$ cat config.mk
export PLATFORM = sky130hd
export DESIGN_NAME = pheap_queue
export DESIGN_NICKNAME = d
export VERILOG_FILES = /design/src/rtl/pheap_pkg.sv /design/src/rtl/pheap_level.sv /design/src/rtl/pheap_queue.sv
export SDC_FILE = /design/constraint.sdc
export NUM_CORES = 1
export LEC_CHECK = 0
export BUFFER_PORTS_ARGS = -buffer_cell sky130_fd_sc_hd__buf_2
export CAP_MARGIN = 20
export CORE_UTILIZATION = 50
export DETAILED_ROUTE_END_ITERATION = 6
export HOLD_SLACK_MARGIN = 0.12
export PLACE_DENSITY = 0.65
export SYNTH_ARGS = -nofsm -noshare
export SYNTH_HDL_FRONTEND = slang
export SYNTH_SLANG_ARGS = --single-unit
$ cat constraint.sdc
create_clock -name clk -period 8.89 [get_ports clk]
set_input_delay 0.889 -clock clk [delete_from_list [all_inputs] [get_ports clk]]
set_output_delay 0.889 -clock clk [all_outputs]
set_load 0.02 [all_outputs]
$ cat src/rtl/pheap_pkg.sv
package pheap_pkg;

  typedef enum logic [1:0] {
    TK_IDLE = 2'd0,
    TK_ENQ  = 2'd1,
    TK_DEQ  = 2'd2
  } tok_op_e;

  // Number of nodes in the subtree rooted at a node of level lvl in a tree of levels levels.
  function automatic int slots_below(input int levels, input int lvl);
    return (1 << (levels - lvl)) - 1;
  endfunction

endpackage

$ cat src/rtl/pheap_level.sv
module pheap_level
  import pheap_pkg::*;
#(
  parameter int W   = 8,
  parameter int L   = 4,
  parameter int LVL = 0,
  localparam int LEAVES = 1 << (L - 1),
  localparam int CW     = L,
  localparam int PW     = (L > 1) ? L - 1 : 1
) (
  input  logic                       clk,
  input  logic                       rst_n,
  // token arriving at this level
  input  tok_op_e                    in_op,
  input  logic [PW-1:0]              in_pos,
  input  logic [W-1:0]               in_val,
  // view of the level below
  input  logic [LEAVES-1:0][W-1:0]   ch_val,
  input  logic [LEAVES-1:0]          ch_occ,
  input  logic [LEAVES-1:0][CW-1:0]  ch_cap,
  // token leaving towards the level below
  output tok_op_e                    out_op,
  output logic [PW-1:0]              out_pos,
  output logic [W-1:0]               out_val,
  // view of this level for the level above
  output logic [LEAVES-1:0][W-1:0]   nd_val,
  output logic [LEAVES-1:0]          nd_occ,
  output logic [LEAVES-1:0][CW-1:0]  nd_cap
);

  localparam int SZ   = 1 << LVL;
  localparam int CAP0 = slots_below(L, LVL);

  logic [LEAVES-1:0][W-1:0]  val_q;
  logic [LEAVES-1:0]         occ_q;
  logic [LEAVES-1:0][CW-1:0] cap_q;

  function automatic logic [W-1:0] keep_larger(input logic [W-1:0] a, input logic [W-1:0] b);
    return (a >= b) ? a : b;
  endfunction

  function automatic logic [W-1:0] pass_smaller(input logic [W-1:0] a, input logic [W-1:0] b);
    return (a >= b) ? b : a;
  endfunction

  // insertion steers right only when the left subtree has no room
  function automatic logic enq_goes_right(input logic [CW-1:0] left_cap);
    return left_cap == '0;
  endfunction

  // refill takes the larger occupied child, left on a tie
  function automatic logic deq_takes_right(input logic lo, input logic ro,
                                           input logic [W-1:0] lv, input logic [W-1:0] rv);
    if (lo && ro) return rv > lv;
    return ro;
  endfunction

  // named internal events
  logic [PW:0]   pos_dbl;
  logic [PW-1:0] ci_l, ci_r;
  logic          node_busy;
  logic          ev_enq_right;
  logic          ev_deq_right;
  logic          ev_deq_has_child;
  logic [W-1:0]  node_v;

  assign pos_dbl          = {in_pos, 1'b0};
  assign ci_l             = pos_dbl[PW-1:0];
  assign ci_r             = ci_l | PW'(1);
  assign node_busy        = occ_q[in_pos];
  assign node_v           = val_q[in_pos];
  assign ev_enq_right     = enq_goes_right(ch_cap[ci_l]);
  assign ev_deq_right     = deq_takes_right(ch_occ[ci_l], ch_occ[ci_r], ch_val[ci_l], ch_val[ci_r]);
  assign ev_deq_has_child = ch_occ[ci_l] | ch_occ[ci_r];

  always_ff @(posedge clk) begin
    if (!rst_n) begin
      for (int i = 0; i < LEAVES; i++) begin
        val_q[i] <= '0;
        occ_q[i] <= 1'b0;
        cap_q[i] <= (i < SZ) ? CW'(CAP0) : '0;
      end
      out_op  <= TK_IDLE;
      out_pos <= '0;
      out_val <= '0;
    end else begin
      out_op <= TK_IDLE;
      case (in_op)
        TK_ENQ: begin
          cap_q[in_pos] <= cap_q[in_pos] - CW'(1);
          if (!node_busy) begin
            val_q[in_pos] <= in_val;
            occ_q[in_pos] <= 1'b1;
          end else begin
            val_q[in_pos] <= keep_larger(node_v, in_val);
            out_op        <= TK_ENQ;
            out_pos       <= ev_enq_right ? ci_r : ci_l;
            out_val       <= pass_smaller(node_v, in_val);
          end
        end
        TK_DEQ: begin
          cap_q[in_pos] <= cap_q[in_pos] + CW'(1);
          if (ev_deq_has_child) begin
            val_q[in_pos] <= ev_deq_right ? ch_val[ci_r] : ch_val[ci_l];
            out_op        <= TK_DEQ;
            out_pos       <= ev_deq_right ? ci_r : ci_l;
            out_val       <= '0;
          end else begin
            occ_q[in_pos] <= 1'b0;
          end
        end
        default: ;
      endcase
    end
  end

  assign nd_val = val_q;
  assign nd_occ = occ_q;
  assign nd_cap = cap_q;

endmodule

$ cat src/rtl/pheap_queue.sv
module pheap_queue
  import pheap_pkg::*;
#(
  parameter int W = 8,
  parameter int L = 4
) (
  input  logic         clk,
  input  logic         rst_n,
  input  logic         enq_req,
  input  logic [W-1:0] enq_data,
  input  logic         deq_req,
  output logic         deq_valid,
  output logic [W-1:0] deq_data,
  output logic         full,
  output logic         empty,
  output logic         ready
);

  localparam int LEAVES = 1 << (L - 1);
  localparam int CW     = L;
  localparam int PW     = (L > 1) ? L - 1 : 1;
  localparam int TOTAL  = slots_below(L, 0);

  // per-level views; entry L is the empty level below the leaves
  logic [LEAVES-1:0][W-1:0]  lv_val [L+1];
  logic [LEAVES-1:0]         lv_occ [L+1];
  logic [LEAVES-1:0][CW-1:0] lv_cap [L+1];

  // tokens; entry 0 is the accepted request, entry g+1 leaves level g
  tok_op_e       tok_op  [L+1];
  logic [PW-1:0] tok_pos [L+1];
  logic [W-1:0]  tok_val [L+1];

  logic          busy_q;
  logic          acc_enq;
  logic          acc_deq;
  logic [CW-1:0] root_cap;

  assign lv_val[L] = '0;
  assign lv_occ[L] = '0;
  assign lv_cap[L] = '0;

  assign root_cap = lv_cap[0][0];
  assign full     = (root_cap == '0);
  assign empty    = (root_cap == CW'(TOTAL));
  assign ready    = !busy_q;

  assign acc_deq = ready && deq_req && !empty;
  assign acc_enq = ready && enq_req && !deq_req && !full;

  assign tok_op[0]  = acc_deq ? TK_DEQ : (acc_enq ? TK_ENQ : TK_IDLE);
  assign tok_pos[0] = '0;
  assign tok_val[0] = enq_data;

  for (genvar g = 0; g < L; g++) begin : g_lvl
    pheap_level #(
      .W  (W),
      .L  (L),
      .LVL(g)
    ) u_lvl (
      .clk    (clk),
      .rst_n  (rst_n),
      .in_op  (tok_op[g]),
      .in_pos (tok_pos[g]),
      .in_val (tok_val[g]),
      .ch_val (lv_val[g+1]),
      .ch_occ (lv_occ[g+1]),
      .ch_cap (lv_cap[g+1]),
      .out_op (tok_op[g+1]),
      .out_pos(tok_pos[g+1]),
      .out_val(tok_val[g+1]),
      .nd_val (lv_val[g]),
      .nd_occ (lv_occ[g]),
      .nd_cap (lv_cap[g])
    );
  end

  always_ff @(posedge clk) begin
    if (!rst_n) begin
      busy_q    <= 1'b0;
      deq_valid <= 1'b0;
      deq_data  <= '0;
    end else begin
      busy_q    <= acc_enq || acc_deq;
      deq_valid <= acc_deq;
      if (acc_deq) deq_data <= lv_val[0][0];
    end
  end

endmodule

-- Word-level counts from Yosys, hierarchy flattened
Cells that the tools add are included.
- register bits: 374
- bits of input ports: 12
- logic and storage cells: 329
- add/subtract/negate cells: 8
- order comparisons: 20
- equal/unequal tests: 24
- multiplexer cells: 162
- bitwise logic cells: 13
- reduce and logical (&&, ||, !) cells: 36
- operators by type and width (operator ; number):
    64-bit bitwise mux ; 9
    64-bit two-way mux ; 6
    64-bit case mux with 2 select lines ; 3
    8-bit two-way mux ; 37
    32-bit bitwise mux ; 6
    32-bit case mux with 2 select lines ; 3
    8-bit case mux with 2 select lines ; 7
    8-bit binary-select mux with 2-bit select ; 5
    8-bit binary-select mux with 3-bit select ; 3
    8-bit demux with 3-bit select ; 3
    4-bit binary-select mux with 3-bit select ; 3
    4-bit demux with 3-bit select ; 3
    3-bit by 4-bit less-than comparator with 1-bit output, second input constant ; 9
    1-bit two-way mux ; 35
    8-bit greater-or-equal comparator ; 4
    8-bit greater-than comparator ; 4
    4-bit two-way mux ; 8
    8-bit AND ; 3
    8-bit inverter ; 3
    8-bit bitwise OR ; 3
    3-bit AND reduction ; 7
    3-bit two-way mux ; 6
    3-bit case mux with 2 select lines ; 3
    4-bit by 1-bit adder with 4-bit output, second input constant ; 4
    23 further kinds ; 86

-- Longest topological paths before layout
Gate-level depths: netlist of run 1.
- word-level depth: 9
- mapped depth: 14
- gate-level depth less buffers: 10

-- Modules after synthesis
A second synthesis of run 1 with hierarchy kept.
- cells, all modules: 3107
- area total of the unflattened synthesis: 28309.7 µm²
- modules (own cells, without submodules) (module ; instances ; cells an instance ; area an instance (µm²) ; seq. area each (µm²)):
    pheap_level at g_lvl[0].u_lvl ; 1 ; 789 ; 7312.0 ; 2342.2
    pheap_level at g_lvl[2].u_lvl ; 1 ; 758 ; 6944.2 ; 2342.2
    pheap_level at g_lvl[1].u_lvl ; 1 ; 761 ; 6852.8 ; 2342.2
    pheap_level at g_lvl[3].u_lvl ; 1 ; 749 ; 6750.2 ; 2342.2
    pheap_queue ; 1 ; 50 ; 450.4 ; 200.2

-- Worst setup path before layout of run 1
Ideal clock, no wire load.
- path kind: flip-flop to flip-flop
- start point: register g_lvl[0].u_lvl.out_pos[0]
- end point: register g_lvl[1].u_lvl.val_q, in the netlist g_lvl[1].u_lvl.nd_val[10]
- library setup time: 0.081 ns
- data arrival time: 3.576 ns
- path slack: 5.233 ns
- cell stages (with the launch flop): 14
- path buffers: 5
- cell sequence: dfxtp_1 -> buf_2 -> buf_1 -> clkbuf_1 -> clkbuf_1 -> mux2_2 -> ha_1 -> nor2b_1 -> o211ai_1 -> a21oi_1 -> o41ai_2 -> clkbuf_1 -> nand3_1 -> a41oi_1
- cells in the longest elaborated chain, start to end: 9
- RTL lines (element ; line ; RTL):
    start: declaration ; pheap_level.sv:23 ; output logic [PW-1:0] out_pos,
    start signal: assignment ; pheap_level.sv:97 ; out_pos <= ev_enq_right ? ci_r : ci_l;
    start signal: assignment ; pheap_level.sv:106 ; out_pos <= ev_deq_right ? ci_r : ci_l;
    8-bit binary-select mux with 2-bit select or 1-bit binary-select mux with 2-bit select (tied branches) ; pheap_level.sv:73, pheap_level.sv:104, pheap_level.sv:74 ;
    8-bit two-way mux (implied by the code) or 1-bit two-way mux (tied branches) ; pheap_level.sv:73, pheap_level.sv:104, pheap_level.sv:74 ;
    8-bit greater-than comparator or 1-bit logical AND (tied branches) ; pheap_level.sv:54 ; if (lo && ro) return rv > lv;
    1-bit two-way mux ; pheap_level.sv:54 ;
    1-bit two-way mux ; pheap_level.sv:55 ; return ro;
    8-bit two-way mux ; pheap_level.sv:104 ; val_q[in_pos] <= ev_deq_right ? ch_val[ci_r] : ch_val[ci_l];
    64-bit bitwise mux ; pheap_level.sv:104 ;
    64-bit two-way mux ; pheap_level.sv:103 ; if (ev_deq_has_child) begin
    64-bit case mux with 2 select lines ; pheap_level.sv:88 ; case (in_op)
    end signal: indexed assignment ; pheap_level.sv:92 ; val_q[in_pos] <= in_val;
    end signal: indexed assignment ; pheap_level.sv:95 ; val_q[in_pos] <= keep_larger(node_v, in_val);
    end signal: indexed assignment ; pheap_level.sv:104 ;
    end: declaration ; pheap_level.sv:34 ; logic [LEAVES-1:0][W-1:0] val_q;
Parallel ways exist; a longest one is shown, timed or not. The select of a mux whose other input is x is not followed.
A chain may end at the register's enable or synchronous reset.

-- Worst setup path after layout of run 1
- start point: register g_lvl[1].u_lvl.out_pos[0]
- end point: register g_lvl[2].u_lvl.val_q, in the netlist g_lvl[2].u_lvl.nd_val[19]
- cells in the longest elaborated chain, start to end: 9
- RTL lines (element ; line):
    start: declaration ; pheap_level.sv:23
    start signal: assignment ; pheap_level.sv:97
    start signal: assignment ; pheap_level.sv:106
    8-bit binary-select mux with 2-bit select or 1-bit binary-select mux with 2-bit select (tied branches) ; pheap_level.sv:73, pheap_level.sv:104, pheap_level.sv:74
    8-bit two-way mux (implied by the code) or 1-bit two-way mux (tied branches) ; pheap_level.sv:73, pheap_level.sv:104, pheap_level.sv:74
    8-bit greater-than comparator or 1-bit logical AND (tied branches) ; pheap_level.sv:54
    1-bit two-way mux ; pheap_level.sv:54
    1-bit two-way mux ; pheap_level.sv:55
    8-bit two-way mux ; pheap_level.sv:104
    64-bit bitwise mux ; pheap_level.sv:104
    64-bit two-way mux ; pheap_level.sv:103
    64-bit case mux with 2 select lines ; pheap_level.sv:88
    end signal: indexed assignment ; pheap_level.sv:92
    end signal: indexed assignment ; pheap_level.sv:95
    end signal: indexed assignment ; pheap_level.sv:104
    end: declaration ; pheap_level.sv:34
Parallel ways exist; a longest one is shown, timed or not. The select of a mux whose other input is x is not followed.

==> results of run 1 <==
==> layer usage <==
layer,track usage,wire (um)
met1,0.366,17100
met3,0.0312,1960
met2,0.468,18400
met5,0,0
met4,0.105,1360
==> stage by stage <==
step	util	cell area [um2]	instances
after detailed placement	0.519	13900	1842
after global routing	0.551	14800	1890
after CTS	0.551	14800	1889
final	0.551	14800	1890
after floorplan	-	13700	1552
after global placement	0.519	13900	1842
==> power breakdown <==
group	total, mW	switching [mW]	internal, mW	leakage (nW)
clock	1.09	0.448	0.642	0.426
sequential	1.12	0.0222	1.10	1.94
combinational	0.288	0.184	0.104	3.00
total	2.50	0.654	1.85	5.36
==> state kept, by name, indices dropped and copies added (netlist names), named ones only <==
name / count
g_lvl.u_lvl.out_pos: 6
deq_valid: 1
busy_q: 1
g_lvl.u_lvl.out_val: 24
g_lvl.u_lvl.nd_occ: 1
g_lvl.u_lvl.nd_val: 120
g_lvl.u_lvl.nd_cap: 59
g_lvl.u_lvl.out_op: 6
deq_data: 8
==> area by class of cell <==
cell class,count,area (um2)
clock buffer,41,798
fill,2457,12100
multi-input combinational,1143,8180
clock inverter,6,58.8
tap,341,427
inverter,79,297
sequential,240,4810
timing repair buffer,40,240
==> worst max-delay path, stage by stage, from the launching register on <==
cell and delay [ns]:
dfxtp_2 0.31, buf_4 0.56, mux4_2 0.63, ha_1 0.31, a211oi_1 0.19, o21ai_0 0.14, a21oi_2 0.52, nand2b_1 0.56
mux2i_1 0.44, o221ai_1 0.20
==> worst max path at each step <==
stage	start	slack, ns	cells past startpoint	end
after floorplan	g_lvl[0].u_lvl.out_pos[0]	5.23	13	g_lvl[1].u_lvl.nd_val[10]
after global placement	g_lvl[1].u_lvl.out_pos[0]	4.95	9	g_lvl[2].u_lvl.nd_val[5]
after detailed placement	g_lvl[1].u_lvl.out_pos[0]	4.92	9	g_lvl[2].u_lvl.nd_val[19]
final	g_lvl[1].u_lvl.out_pos[0]	4.88	9	g_lvl[2].u_lvl.nd_val[19]
after CTS	g_lvl[1].u_lvl.out_pos[0]	4.89	9	g_lvl[2].u_lvl.nd_val[20]
after global routing	g_lvl[1].u_lvl.out_pos[0]	4.65	9	g_lvl[2].u_lvl.nd_val[20]
==> logic make-up after synthesis <==
logic type,Yosys count,share of synthesized area
AO/OA/AOI/OAI,418,0.215
multiplexers,135,0.139
AND/OR/NAND/NOR,504,0.169
adder cells (fa/ha/maj),72,0.0665
XOR/XNOR,14,0.00898
flip-flops,240,0.352
buffers and inverters,169,0.0495
==> cell usage in the layout, fill, tap and decap left out, drive strengths merged, types with 32 or more instances in the layout <==
master    n
a21oi    97
o21ai    58
nor2     89
ha       71
clkbuf   41
inv      79
nand3    47
buf      40
o211ai   32
o221ai   36
dfxtp   240
mux4     42
o31ai    66
nand2   250
mux2i    71
==> metrics.cfg, run 1 <==
[timing]
min_period_ns=4.01
layout_setup_ws_ns=4.88
finalSetupViolCount=0
rsz0062_at_grt=no
maxSlewViolCount=0
finalSetupTns_ns=0
post-route-period-util=0.451
worst_clock_skew_ns=0.0233
fmax_mhz=249
worst_pin_slew_ns=1.22
slew_headroom=0.186
finalHoldViolCount=0
whs_ns=0.452

[logic_synthesis]
ys_top_cells_by_count=250 x nand2_1, 240 x dfxtp_1, 96 x a21oi_1, 89 x nor2_1, 78 x inv_1
synth_top_area_cell=dfxtp_1
async_flop_share=0
ys_warn_count=0
synth_area_leaders=dfxtp_1 35%, mux4_2 6.9%, nand2_1 6.9%
synthDistinctLibCells=72
synth_top_area_frac=0.352
seq_area_frac_synth=0.352
synth_edf_count=0
syn-cell-area_mm2=0.0137
ys_seq_elements=240
syn_avg_cell_area_um2=8.80
synth_top_flop_cell=dfxtp_1
syn_nets=1636
synth_most_common_cell=nand2_1
syn-instance-count=1552

[hold_path]
hold_end=deq_data[1]
whs_path_depth=2
hold_path_class=flop to flop
min_from=deq_data[1]

[cts]
cts_hold_buffers=0
postCtsSetupRepairBufs=0
numCtsBuffers=27
cts.sinks=240
htree_levels=1
insertion_delay_ns=0.55
clockRootBuffer=clkbuf_16
clk_pin_slew_ns=0.06
cts_buffer_depth=3
cts_tree=yes
cts-resized-gates=0

[placement]
portBuffers=23
place_ws_ns=4.92
dp_hpwl_mm=27.0
gp_congestion=0.938

[drt]
first_pass_iters=5
ant_nets=0
drc=0
drtIter0Drc=1051
wl_per_cell_um=20.5
drt_wl_total_mm=38.8
dr_total_vias=11700
via_per_inst=6.21

[floorplanning]
start_util=0.508
die-area_mm2=0.0280
die_h_um=167
coreArea_mm2=0.0269
fp.dieW_um=167
io_pins=24
rows=60

[flow_run]
max-cap-violations=0

[setup_path]
reg2reg_from=g_lvl[1].u_lvl.out_pos[0]
worstSetupPathType=flop to flop
r2r-end=g_lvl[2].u_lvl.nd_val[19]
worstPathArrival_ns=4.41
cp.required_ns=9.29
reg2regPathDepth=9
regToRegSetupSlack_ns=4.88
start_kind=flop
crit_path_end_kind=flop
cp_max_fo=47

[pwr]
vdd_ir_drop_max_mv=0.145
power_density_mw_per_mm2=169
p_leak_nw=5.36
finalPower_mw=2.50

[run_status]
status=finished clean

[final_layout]
antenna_cells=0
drive_gt1_frac=0.113
syn2layout_area_growth_pct=8.47
finalNetCount=1615

[grt]
grt_max_degree=62
antenna_found_initial=0
first_global_vias=11300
grt_overflow_total=0
track_usage=0.278
grt_pass1_wl_mm=62.0

Note: power is estimated with default switching activity, not from simulation.
==> run 2, diff against run 1 <==
clock period = 4.1 ns   (was 8.89 ns; I/O delays follow)
==> metrics.cfg, run 2 (synthesized netlist as in run 1, its figures left out) <==
[run_status]
status=finished clean

[setup_path]
worstSetupPathType=flop to flop
worstPathArrival_ns=4.12  ; -0.29 ns
crit_path_end_kind=flop
crit_chain=inv_1 > a221o_1 > a21oi_1 > ha_1 > nand2b_1 > a21o_1 > a211oi_1 > o31ai_1 > buf_4 > a21oi_1 > o31ai_1
critical_path.max_stage_delay_ns=0.76  ; +0.13 ns
cp_max_fo=28  ; -40%
start_kind=flop
cp.required_ns=4.50  ; -4.79 ns
cp_slowest_cell=dfxtp_2

[grt]
grt_pass1_wl_mm=61.7  ; -0.52%
antenna_found_initial=0  ; unchanged
track_usage=0.275  ; -0.00261
first_global_vias=11300  ; -0.17%
grt_busiest_layer=met2
grtUsageMet1=0.355  ; -0.0112
grt_overflow_total=0  ; unchanged
grt_use_met3=0.0371  ; +0.00591
use_met2=0.469  ; +0.00182
grt_max_degree=44  ; -29%

[cts]
insertion_delay_ns=0.55  ; about the same
htree_levels=1  ; unchanged
numCtsBuffers=26  ; -3.7%
clk_pin_slew_ns=0.06  ; about the same
cts-resized-gates=0  ; unchanged
cts_buffer_depth=3  ; unchanged
postCtsSetupRepairBufs=0  ; unchanged
cts_hold_buffers=0  ; unchanged
clockRootBuffer=clkbuf_16
cts_tree=yes
cts.sinks=240  ; unchanged

[floorplanning]
coreArea_mm2=0.0269  ; unchanged
start_util=0.508  ; unchanged
fp.dieW_um=167  ; unchanged
die_h_um=167  ; unchanged
rows=60  ; unchanged
die-area_mm2=0.0280  ; unchanged
io_pins=24  ; unchanged

[timing]
worst_clock_skew_ns=0.0179  ; -0.00544 ns
fmax_mhz=269  ; +7.7%
layout_setup_ws_ns=0.378  ; -4.50 ns
worst_pin_slew_ns=1.22  ; -0.00167 ns
finalHoldViolCount=0  ; unchanged
maxSlewViolCount=0  ; unchanged
rsz0062_at_grt=no
finalSetupTns_ns=0  ; unchanged
slew_headroom=0.188  ; +0.00112
min_period_ns=3.72  ; -0.288 ns
finalSetupViolCount=0  ; unchanged
post-route-period-util=0.908  ; +0.457

[drt]
wl_per_cell_um=20.3  ; -1.0%
drc=0  ; unchanged
ant_nets=0  ; unchanged
drt_wl_total_mm=38.7  ; -0.23%
drtIter0Drc=863  ; -18%
via_per_inst=6.17  ; -0.64%
dr_total_vias=11700  ; +0.15%
first_pass_iters=5  ; unchanged

[final_layout]
final_cell_count_no_fill=1905  ; +0.79%
mostFrequentLayoutCells=250 x nand2_1, 235 x dfxtp_1, 96 x a21oi_1
largest_reg_flops=120  ; unchanged
drive_gt1_frac=0.123  ; +0.00979
fill_cells=2495  ; +1.5%
final_common_cell=nand2_1
syn2layout_area_growth_pct=9.77
finalNetCount=1628  ; +0.80%
final_util=0.558  ; +0.00661
antenna_cells=0  ; unchanged
finalInstanceArea_mm2=0.0150  ; +1.2%

[pwr]
p_clk_frac=0.442  ; +0.006
pwr-share-comb=0.113  ; -0.002
swShare=0.258  ; -0.00404
p_leak_nw=5.45  ; +1.7%
vdd_ir_drop_max_mv=0.359  ; +150%
intPower_mw=4.08  ; +120%
p_switching_mw=1.41  ; +120%
seq_power_share=0.445  ; -0.004
power_density_mw_per_mm2=366  ; +120%

[placement]
gp_congestion=0.932  ; -0.66%
dp.cells=1857  ; +0.81%
portBuffers=23  ; unchanged
placed_cell_area_mm2=0.0141  ; +0.99%
place_ws_ns=0.486  ; -4.43 ns
dp_hpwl_mm=27.5  ; +1.9%

[flow_run]
max-cap-violations=0  ; unchanged

[hold_path]
hold_path_class=primary input to flop

## run 2: cell count changes in the layout (fill, tap and decap cells not counted), sizes merged
cell	before	now
clkinv	5	4
clkinvlp	0	1
buf	40	54
clkbuf	41	43
inv	79	78
## run 2: stage by stage
step	total power, mW	hold slack (ns)
finish	5.49	0.184
CTS	5.52	0.171
global placement	3.10	0.439
detailed placement	3.11	0.446
floorplan	2.93	0.433
global route	5.71	0.205
## run 2: power groups by stage
stage	combinational [mW]	clock [mW]	sequential (mW)
2_1_floorplan	0.450	0	2.48
3_3_place_gp	0.613	0	2.49
3_5_place_dp	0.621	0	2.49
4_1_cts	0.624	2.46	2.44
5_1_grt	0.698	2.56	2.45
6_report	0.622	2.43	2.44
## run 2: layout make-up
class / instances / area (um2) / area share
timing repair buffer: 54 / 373 / 0.0249
sequential: 240 / 4810 / 0.321
clock buffer: 43 / 846 / 0.0564
clock inverter: 5 / 56.3 / 0.00376
multi-input combinational: 1143 / 8180 / 0.546
inverter: 79 / 297 / 0.0198
tap: 341 / 427 / 0.0285
## run 2: final timing paths
check,start,endpoint,slack [ns],cells after the start
max,g_lvl[2].u_lvl.out_pos[0],g_lvl[3].u_lvl.nd_val[48],0.38,11
max reg2reg,g_lvl[2].u_lvl.out_pos[0],g_lvl[3].u_lvl.nd_val[48],0.38,11
min,rst_n,g_lvl[3].u_lvl.nd_cap[0],0.18,2
min reg2reg,deq_data[3],deq_data[3],0.45,2
## run 2: routing by layer
| layer | vias to the layer above | routed length [um] |
|---|---|---|
| met2 | 387 | 18400 |
| li1 | 5728 | - |
| met1 | 5534 | 16800 |
| met3 | 98 | 2300 |
| met5 | - | 0 |
| met4 | 0 | 1300 |
## run 2: worst max-delay path: cells and delay by family (launching register included)
family / cells / cell delay (ns)
flip-flops: 1 / 0.76
adder cells (fa/ha/maj): 1 / 0.25
AO/OA/AOI/OAI: 7 / 1.91
AND/OR/NAND/NOR: 1 / 0.14
buffers and inverters: 2 / 0.50
